--- src/rtl/wdg_pkg.sv ---
// Shared constants for the keyed watchdog: command keys and register addresses.
// Assumes a 16-bit command field and a 3-bit register address.
package wdg_pkg;
    localparam logic [15:0] KEY_START  = 16'hA5C3;
    localparam logic [15:0] KEY_FEED   = 16'h3C5A;
    localparam logic [15:0] KEY_UNLOCK = 16'h6E91;
    localparam logic [15:0] KEY_LOCK   = 16'h1D2B;

    localparam int PSC_CODE_W = 3;

    typedef enum logic [2:0] {
        A_CMD  = 3'd0,
        A_PSC  = 3'd1,
        A_RLD  = 3'd2,
        A_WIN  = 3'd3,
        A_STAT = 3'd4,
        A_CNT  = 3'd5
    } wdg_addr_e;
endpackage

--- src/rtl/wdg_keydec.sv ---
// Key decoder: turns command-register writes into start/feed strobes and
// keeps the configuration unlock flag. Assumes cmd_we is already qualified
// by the command address. Unknown keys are dropped.
module wdg_keydec
    import wdg_pkg::*;
(
    input  logic        clk,
    input  logic        rst_n,
    input  logic        cmd_we,
    input  logic [15:0] cmd_data,
    output logic        start_stb,
    output logic        feed_stb,
    output logic        unlocked
);
    logic open_stb;
    logic shut_stb;

    // Match the written word against the four keys.
    always_comb begin
        start_stb = cmd_we && (cmd_data == KEY_START);
        feed_stb  = cmd_we && (cmd_data == KEY_FEED);
        open_stb  = cmd_we && (cmd_data == KEY_UNLOCK);
        shut_stb  = cmd_we && (cmd_data == KEY_LOCK);
    end

    // Hold the write-access state between unlock and lock keys.
    always_ff @(posedge clk) begin
        if (!rst_n) begin
            unlocked <= 1'b0;
        end else if (open_stb) begin
            unlocked <= 1'b1;
        end else if (shut_stb) begin
            unlocked <= 1'b0;
        end
    end
endmodule

--- src/rtl/wdg_cfg_slot.sv ---
// One configuration register with a settling stage. An accepted write
// captures the data, raises busy for DLY cycles, then applies it.
// Assumes wr is already qualified by address and unlock. A write while busy
// replaces the staged value and restarts the delay. DLY >= 1.
module wdg_cfg_slot #(
    parameter int          W       = 12,
    parameter logic [W-1:0] RST_VAL = '1,
    parameter int          DLY     = 3
) (
    input  logic         clk,
    input  logic         rst_n,
    input  logic         wr,
    input  logic [W-1:0] wdata,
    output logic [W-1:0] value,
    output logic         busy
);
    localparam int DLY_W = $clog2(DLY + 1);

    logic [W-1:0]     stage;
    logic [DLY_W-1:0] dly;

    // Stage the write, count down the settling delay, then apply.
    always_ff @(posedge clk) begin
        if (!rst_n) begin
            value <= RST_VAL;
            stage <= RST_VAL;
            dly   <= '0;
        end else if (wr) begin
            stage <= wdata;
            dly   <= DLY_W'(DLY);
        end else if (dly != '0) begin
            dly <= dly - 1'b1;
            if (dly == DLY_W'(1)) begin
                value <= stage;
            end
        end
    end

    // The flag reflects an update still in flight.
    assign busy = (dly != '0);
endmodule

--- src/rtl/wdg_core.sv ---
// Countdown core: divider, down-counter, window check and reset pulse.
// Assumes start/feed are single-cycle strobes. The divider phase restarts
// on start and on an accepted feed. Running can only be cleared by reset.
module wdg_core
    import wdg_pkg::*;
#(
    parameter int CNT_W        = 12,
    parameter int PSC_MIN_LOG  = 2,
    parameter int PSC_TOP_CODE = 6
) (
    input  logic                  clk,
    input  logic                  rst_n,
    input  logic                  start,
    input  logic                  feed,
    input  logic [PSC_CODE_W-1:0] psc_code,
    input  logic [CNT_W-1:0]      reload,
    input  logic [CNT_W-1:0]      window,
    output logic                  running,
    output logic [CNT_W-1:0]      count,
    output logic                  rst_req
);
    localparam int PW = PSC_MIN_LOG + PSC_TOP_CODE;

    logic [PSC_CODE_W-1:0] shift;
    logic [PW:0]           div_full;
    logic [PW-1:0]         div_m1;
    logic [PW-1:0]         psc;
    logic                  tick;
    logic                  early;

    // Clamp the divider code and derive the terminal phase count.
    always_comb begin
        shift    = (psc_code > PSC_CODE_W'(PSC_TOP_CODE)) ? PSC_CODE_W'(PSC_TOP_CODE) : psc_code;
        div_full = (PW + 1)'(1 << PSC_MIN_LOG) << shift;
        div_m1   = PW'(div_full - 1'b1);
        tick     = running && (psc == div_m1);
        early    = running && !(&window) && (count > window);
    end

    // Advance divider and counter, handle keys, form the reset pulse.
    always_ff @(posedge clk) begin
        if (!rst_n) begin
            running <= 1'b0;
            count   <= '1;
            psc     <= '0;
            rst_req <= 1'b0;
        end else begin
            rst_req <= 1'b0;
            if (running) begin
                psc <= tick ? '0 : PW'(psc + 1'b1);
            end
            if (feed && !early) begin
                count <= reload;
                psc   <= '0;
            end else if (tick) begin
                if (count == '0) begin
                    count   <= reload;
                    rst_req <= 1'b1;
                end else begin
                    count <= count - 1'b1;
                end
            end
            if (feed && early) begin
                rst_req <= 1'b1;
            end
            if (start && !running) begin
                running <= 1'b1;
                count   <= reload;
                psc     <= '0;
            end
        end
    end
endmodule

--- src/rtl/keyed_window_wdt.sv ---
// Top level of the keyed windowed watchdog. Decodes the register port,
// gates configuration writes by the unlock state, holds the three staged
// configuration registers and the countdown core, and drives readback.
// Assumes 12 <= CNT_W <= 16 in production; any 3 <= CNT_W <= 16 works.
module keyed_window_wdt
    import wdg_pkg::*;
#(
    parameter int CNT_W    = 12,
    parameter int SYNC_DLY = 3
) (
    input  logic        clk,
    input  logic        rst_n,
    input  logic        wr_en,
    input  logic [2:0]  wr_addr,
    input  logic [15:0] wr_data,
    input  logic [2:0]  rd_addr,
    output logic [15:0] rd_data,
    output logic        rst_req
);
    localparam int N_WIDE = 2;

    logic                  start_stb;
    logic                  feed_stb;
    logic                  unlocked;
    logic [2:0]            busy;
    logic [PSC_CODE_W-1:0] psc_val;
    logic [CNT_W-1:0]      wide_val [N_WIDE];
    logic                  run_q;
    logic [CNT_W-1:0]      count_q;

    wdg_keydec u_keys (
        .clk       (clk),
        .rst_n     (rst_n),
        .cmd_we    (wr_en && (wr_addr == A_CMD)),
        .cmd_data  (wr_data),
        .start_stb (start_stb),
        .feed_stb  (feed_stb),
        .unlocked  (unlocked)
    );

    wdg_cfg_slot #(
        .W       (PSC_CODE_W),
        .RST_VAL ('0),
        .DLY     (SYNC_DLY)
    ) u_psc (
        .clk   (clk),
        .rst_n (rst_n),
        .wr    (wr_en && unlocked && (wr_addr == A_PSC)),
        .wdata (wr_data[PSC_CODE_W-1:0]),
        .value (psc_val),
        .busy  (busy[0])
    );

    // Reload and window share one slot shape at consecutive addresses.
    for (genvar i = 0; i < N_WIDE; i++) begin : g_wide
        localparam logic [2:0] ADDR = 3'(int'(A_RLD) + i);
        wdg_cfg_slot #(
            .W       (CNT_W),
            .RST_VAL ('1),
            .DLY     (SYNC_DLY)
        ) u_slot (
            .clk   (clk),
            .rst_n (rst_n),
            .wr    (wr_en && unlocked && (wr_addr == ADDR)),
            .wdata (wr_data[CNT_W-1:0]),
            .value (wide_val[i]),
            .busy  (busy[i+1])
        );
    end

    wdg_core #(
        .CNT_W (CNT_W)
    ) u_core (
        .clk      (clk),
        .rst_n    (rst_n),
        .start    (start_stb),
        .feed     (feed_stb),
        .psc_code (psc_val),
        .reload   (wide_val[0]),
        .window   (wide_val[1]),
        .running  (run_q),
        .count    (count_q),
        .rst_req  (rst_req)
    );

    // Select readback data by address.
    always_comb begin
        rd_data = '0;
        case (rd_addr)
            A_PSC:   rd_data = 16'(psc_val);
            A_RLD:   rd_data = 16'(wide_val[0]);
            A_WIN:   rd_data = 16'(wide_val[1]);
            A_STAT:  rd_data = {11'b0, run_q, unlocked, busy};
            A_CNT:   rd_data = 16'(count_q);
            default: rd_data = '0;
        endcase
    end
endmodule

--- config.mk ---
export PLATFORM = sky130hd
export DESIGN_NAME = keyed_window_wdt
export DESIGN_NICKNAME = d
export VERILOG_FILES = /design/src/rtl/wdg_pkg.sv /design/src/rtl/wdg_keydec.sv /design/src/rtl/wdg_cfg_slot.sv /design/src/rtl/wdg_core.sv /design/src/rtl/keyed_window_wdt.sv
export SDC_FILE = /design/constraint.sdc
export NUM_CORES = 1
export LEC_CHECK = 0
export BUFFER_PORTS_ARGS = -buffer_cell sky130_fd_sc_hd__buf_2
export CORE_MARGIN = 8
export CORE_UTILIZATION = 27
export DETAILED_ROUTE_END_ITERATION = 8
export PLACE_DENSITY_LB_ADDON = 0.05
export SETUP_SLACK_MARGIN = 0.1
export SKIP_CTS_REPAIR_TIMING = 1
export SLEW_MARGIN = 20
export SYNTH_ARGS = -nofsm -noshare
export SYNTH_HDL_FRONTEND = slang
export SYNTH_SLANG_ARGS = --single-unit
--- constraint.sdc ---
create_clock -name clk -period 4.5 [get_ports clk]
set_clock_uncertainty 0.15 [all_clocks]
set_input_delay 0.9 -clock clk [delete_from_list [all_inputs] [get_ports clk]]
set_output_delay 0.9 -clock clk [all_outputs]
set_load 0.005 [all_outputs]
==> reports/qor.csv <==
stage,metric,value,unit
sta,final_hold_viol_count,0,
worst_setup_path,slowest_delay,0.42,ns
synth,yosysUniqueCellTypes,64,
worst_setup_path,worst_r2r_path_depth,6,
placed_design,io_buffers,37,
sta,setup_violations,0,
final_layout,area_growth,14.0,%
synth,syn_inst,574,
floorplanning,die-height,146,um
floorplanning,ioPinCount,42,
synth,synth_warnings,0,
worst_hold_path,hold_path_class,reg2reg,
synth,async_flop_share,0,
global_route,overflow,0,
worst_setup_path,worstPathArrival,2.36,ns
worst_setup_path,worst-path-max-fanout,22,
synth,synthFlopType,dfxtp_1,
synth,synth_most_common_cell,nand2_1,
synth,synthesis.area,0.00460,sq mm
final_layout,stdcell_area,0.00524,sq mm
final_layout,diodes,0,
sta,slew_violations,0,
worst_setup_path,cp-end-kind,output pin,
floorplanning,die_area,0.0215,sq mm
routing,ant_nets,0,
sta,tightest_slew,0.920,ns
placed_design,placed_cell_area,0.00495,sq mm
clock_network,clk_latency,0.35,ns
power_and_ir_drop,power,2120,uW
flow_run,drv_cap,0,
global_route,antenna_found_initial,0,
sta,rsz0062_at_grt,no,
synth,synth_edf_count,0,
worst_setup_path,worstPathCellList,buf_2 > nor2b_1 > and2_1 > nand2_1 > o21ai_0 > buf_2,
synth,synth_common_cells,"nand2_1 (105), dfxtp_1 (83), nor2_1 (46)",
global_route,gr-usage-all-layers,0.129,
global_route,grt_max_degree,63,
synth,yosysSeqAreaShare,0.361,
outcome,outcome,completed,
final_layout,nNetsFinal,640,
clock_network,clkTransAtPathRegs,0.07,ns
routing,drtIter0Drc,230,
worst_setup_path,critical_path_class,in2out,
global_route,grt_pass1_wl,21900,um
sta,timing.final.crit_share,0.758,
routing,wl_per_cell,17.1,um
sta,finalCriticalPeriod,3.41,ns
worst_setup_path,crit_cells,6,
routing,dr_total_vias,4087,
synth,yosys-top-cells-area,"dfxtp_1 (36%), nand2_1 (8.6%), ha_1 (5.7%)",
power_and_ir_drop,vdd_ir_drop_max,0.162,mV
power_and_ir_drop,p_per_area,404,mW/mm^2
worst_setup_path,cpMaxStageDelayCell,buf_2,
synth,synth_area_per_cell,8.01,sq um
worst_setup_path,crit_top_cell,buf_2,
sta,clock.fmax,293,MHz
synth,yosysTopAreaCellShare,0.361,
routing,wl,14000,um
worst_setup_path,path_buf_inv,2,
sta,fin_setup_tns,0,ns
floorplanning,initial_core_util,0.276,
floorplanning,dieWidth,146,um
synth,yosysTopAreaCell,dfxtp_1,
clock_network,cts.sinks,83,
placed_design,hpwl,10500,um
final_layout,drive_gt1_frac,0.130,
placed_design,gp_congestion,0.798,
worst_hold_path,min_path_cells,2,
worst_setup_path,crit_required,3.45,ns
worst_setup_path,crit_family,simple AND/OR/NAND/NOR gates,
routing,drc_errors,0,
floorplanning,fp.coreArea,0.0166,sq mm
clock_network,cts_tree,yes,
clock_network,cts_max_level,3,
power_and_ir_drop,p_leak,0.00234,uW
clock_network,cts_buffers,9,
global_route,grt_pass1_vias,3906,
synth,ys_ff_latch,83,
sta,relSlewSlack,0.384,
clock_network,clockRootBuffer,clkbuf_16,
floorplanning,std_cell_rows,47,
routing,drt-pass1-iter-count,4,
routing,drt-vias-per-instance,4.99,
worst_setup_path,start_kind,input pin,
clock_network,clk_path_buf_depth,2,
==> cells in the final DEF, fill, tap and decap left out, types with 4 or more instances in the layout <==
cell type  synthesis  final
xor2_1             6      6
inv_1             35     35
nand3_1           43     43
a21oi_1           20     20
dfxtp_1           83     83
nor2b_1            6      6
o21ai_0           15     15
nor3_1            11     11
nor2_1            46     46
ha_1              21     21
a211oi_1           6      6
nand4b_1           4      4
or3_1              4      4
conb_1             1      4
nand4_1           15     15
o221ai_1           8      8
nand2_1          105    105
nor4_1             5      5
mux2i_1           21     21
clkbuf_16          0      9
buf_4              4      5
o211ai_1          14     14
o22ai_1            5      5
buf_2              4     37
a221oi_1           4      4
==> worst paths after layout <==
path | slack (ns) | to | startpoint
worst min register to register | 0.32 | g_wide[1].u_slot.stage[5]$_SDFFE_PN1P_ | g_wide[1].u_slot.stage[5]$_SDFFE_PN1P_
worst max register to register | 1.54 | u_core.count[8]$_SDFFE_PN1P_ | u_psc.value[2]$_SDFFE_PN0P_
worst min-delay path | 0.32 | g_wide[1].u_slot.stage[5]$_SDFFE_PN1P_ | g_wide[1].u_slot.stage[5]$_SDFFE_PN1P_
worst max-delay path | 1.09 | rd_data[11] | rd_addr[0]
==> registers in the layout, summed over array words and instances (netlist names) <==
| name | cells |
|---|---|
| g_wide.u_slot.stage | 24 |
| g_wide.u_slot.value | 24 |
| u_keys.unlocked | 1 |
| u_core.psc | 8 |
| u_psc.stage | 3 |
| u_core.running | 1 |
| u_psc.dly | 2 |
| g_wide.u_slot.dly | 4 |
| u_core.count | 12 |
| u_psc.value | 3 |
| u_core.rst_req | 1 |
==> layer usage <==
layer | track usage | share of wire
met2 | 0.201 | 0.45
met3 | 0.0204 | 0.025
met1 | 0.173 | 0.51
met5 | 0 | 0
met4 | 0.0541 | 0.017
==> cell families after synthesis <==
family                     count (synthesis)  synth area share
buffers and inverters                     71            0.0640
other                                      1          0.000816
xor gates and xnor gates                   9            0.0171
AOI/OAI and AO/OA                         94             0.151
muxes                                     24            0.0531
adders and majority gates                 21            0.0572
and+or+nand+nor                          271             0.295
DFF                                       83             0.361
==> worst min-delay path: cells and delay by family, from the launching register on <==
family        cells  cell delay (ns)
flops             1             0.31
simple gates      2             0.11
==> power breakdown <==
group	switching (uW)	internal, uW	total, uW
clock	339	395	734
sequential	57.4	803	861
combinational	306	216	522
total	702	1410	2120
==> stage by stage <==
stage / worst slack (ns) / hold slack (ns) / utilization / std cells
finish: 1.09 / 0.319 / 0.315 / 819
global route: 0.988 / 0.339 / 0.315 / 819
CTS: 1.11 / 0.320 / 0.315 / 819
detailed placement: 1.11 / 0.303 / 0.298 / 803
global placement: 1.18 / 0.305 / 0.298 / 803
floorplan: 1.47 / 0.290 / - / 577
==> area by class of cell <==
class,count,area [sq um]
fill,1766,11400
multi-input combinational,423,2660
sequential,83,1660
tap,220,275
clock buffer,10,239
timing repair buffer,42,223
inverter,35,131
clock inverter,6,47.5
No activity file was read; power rests on OpenSTA's default activity.
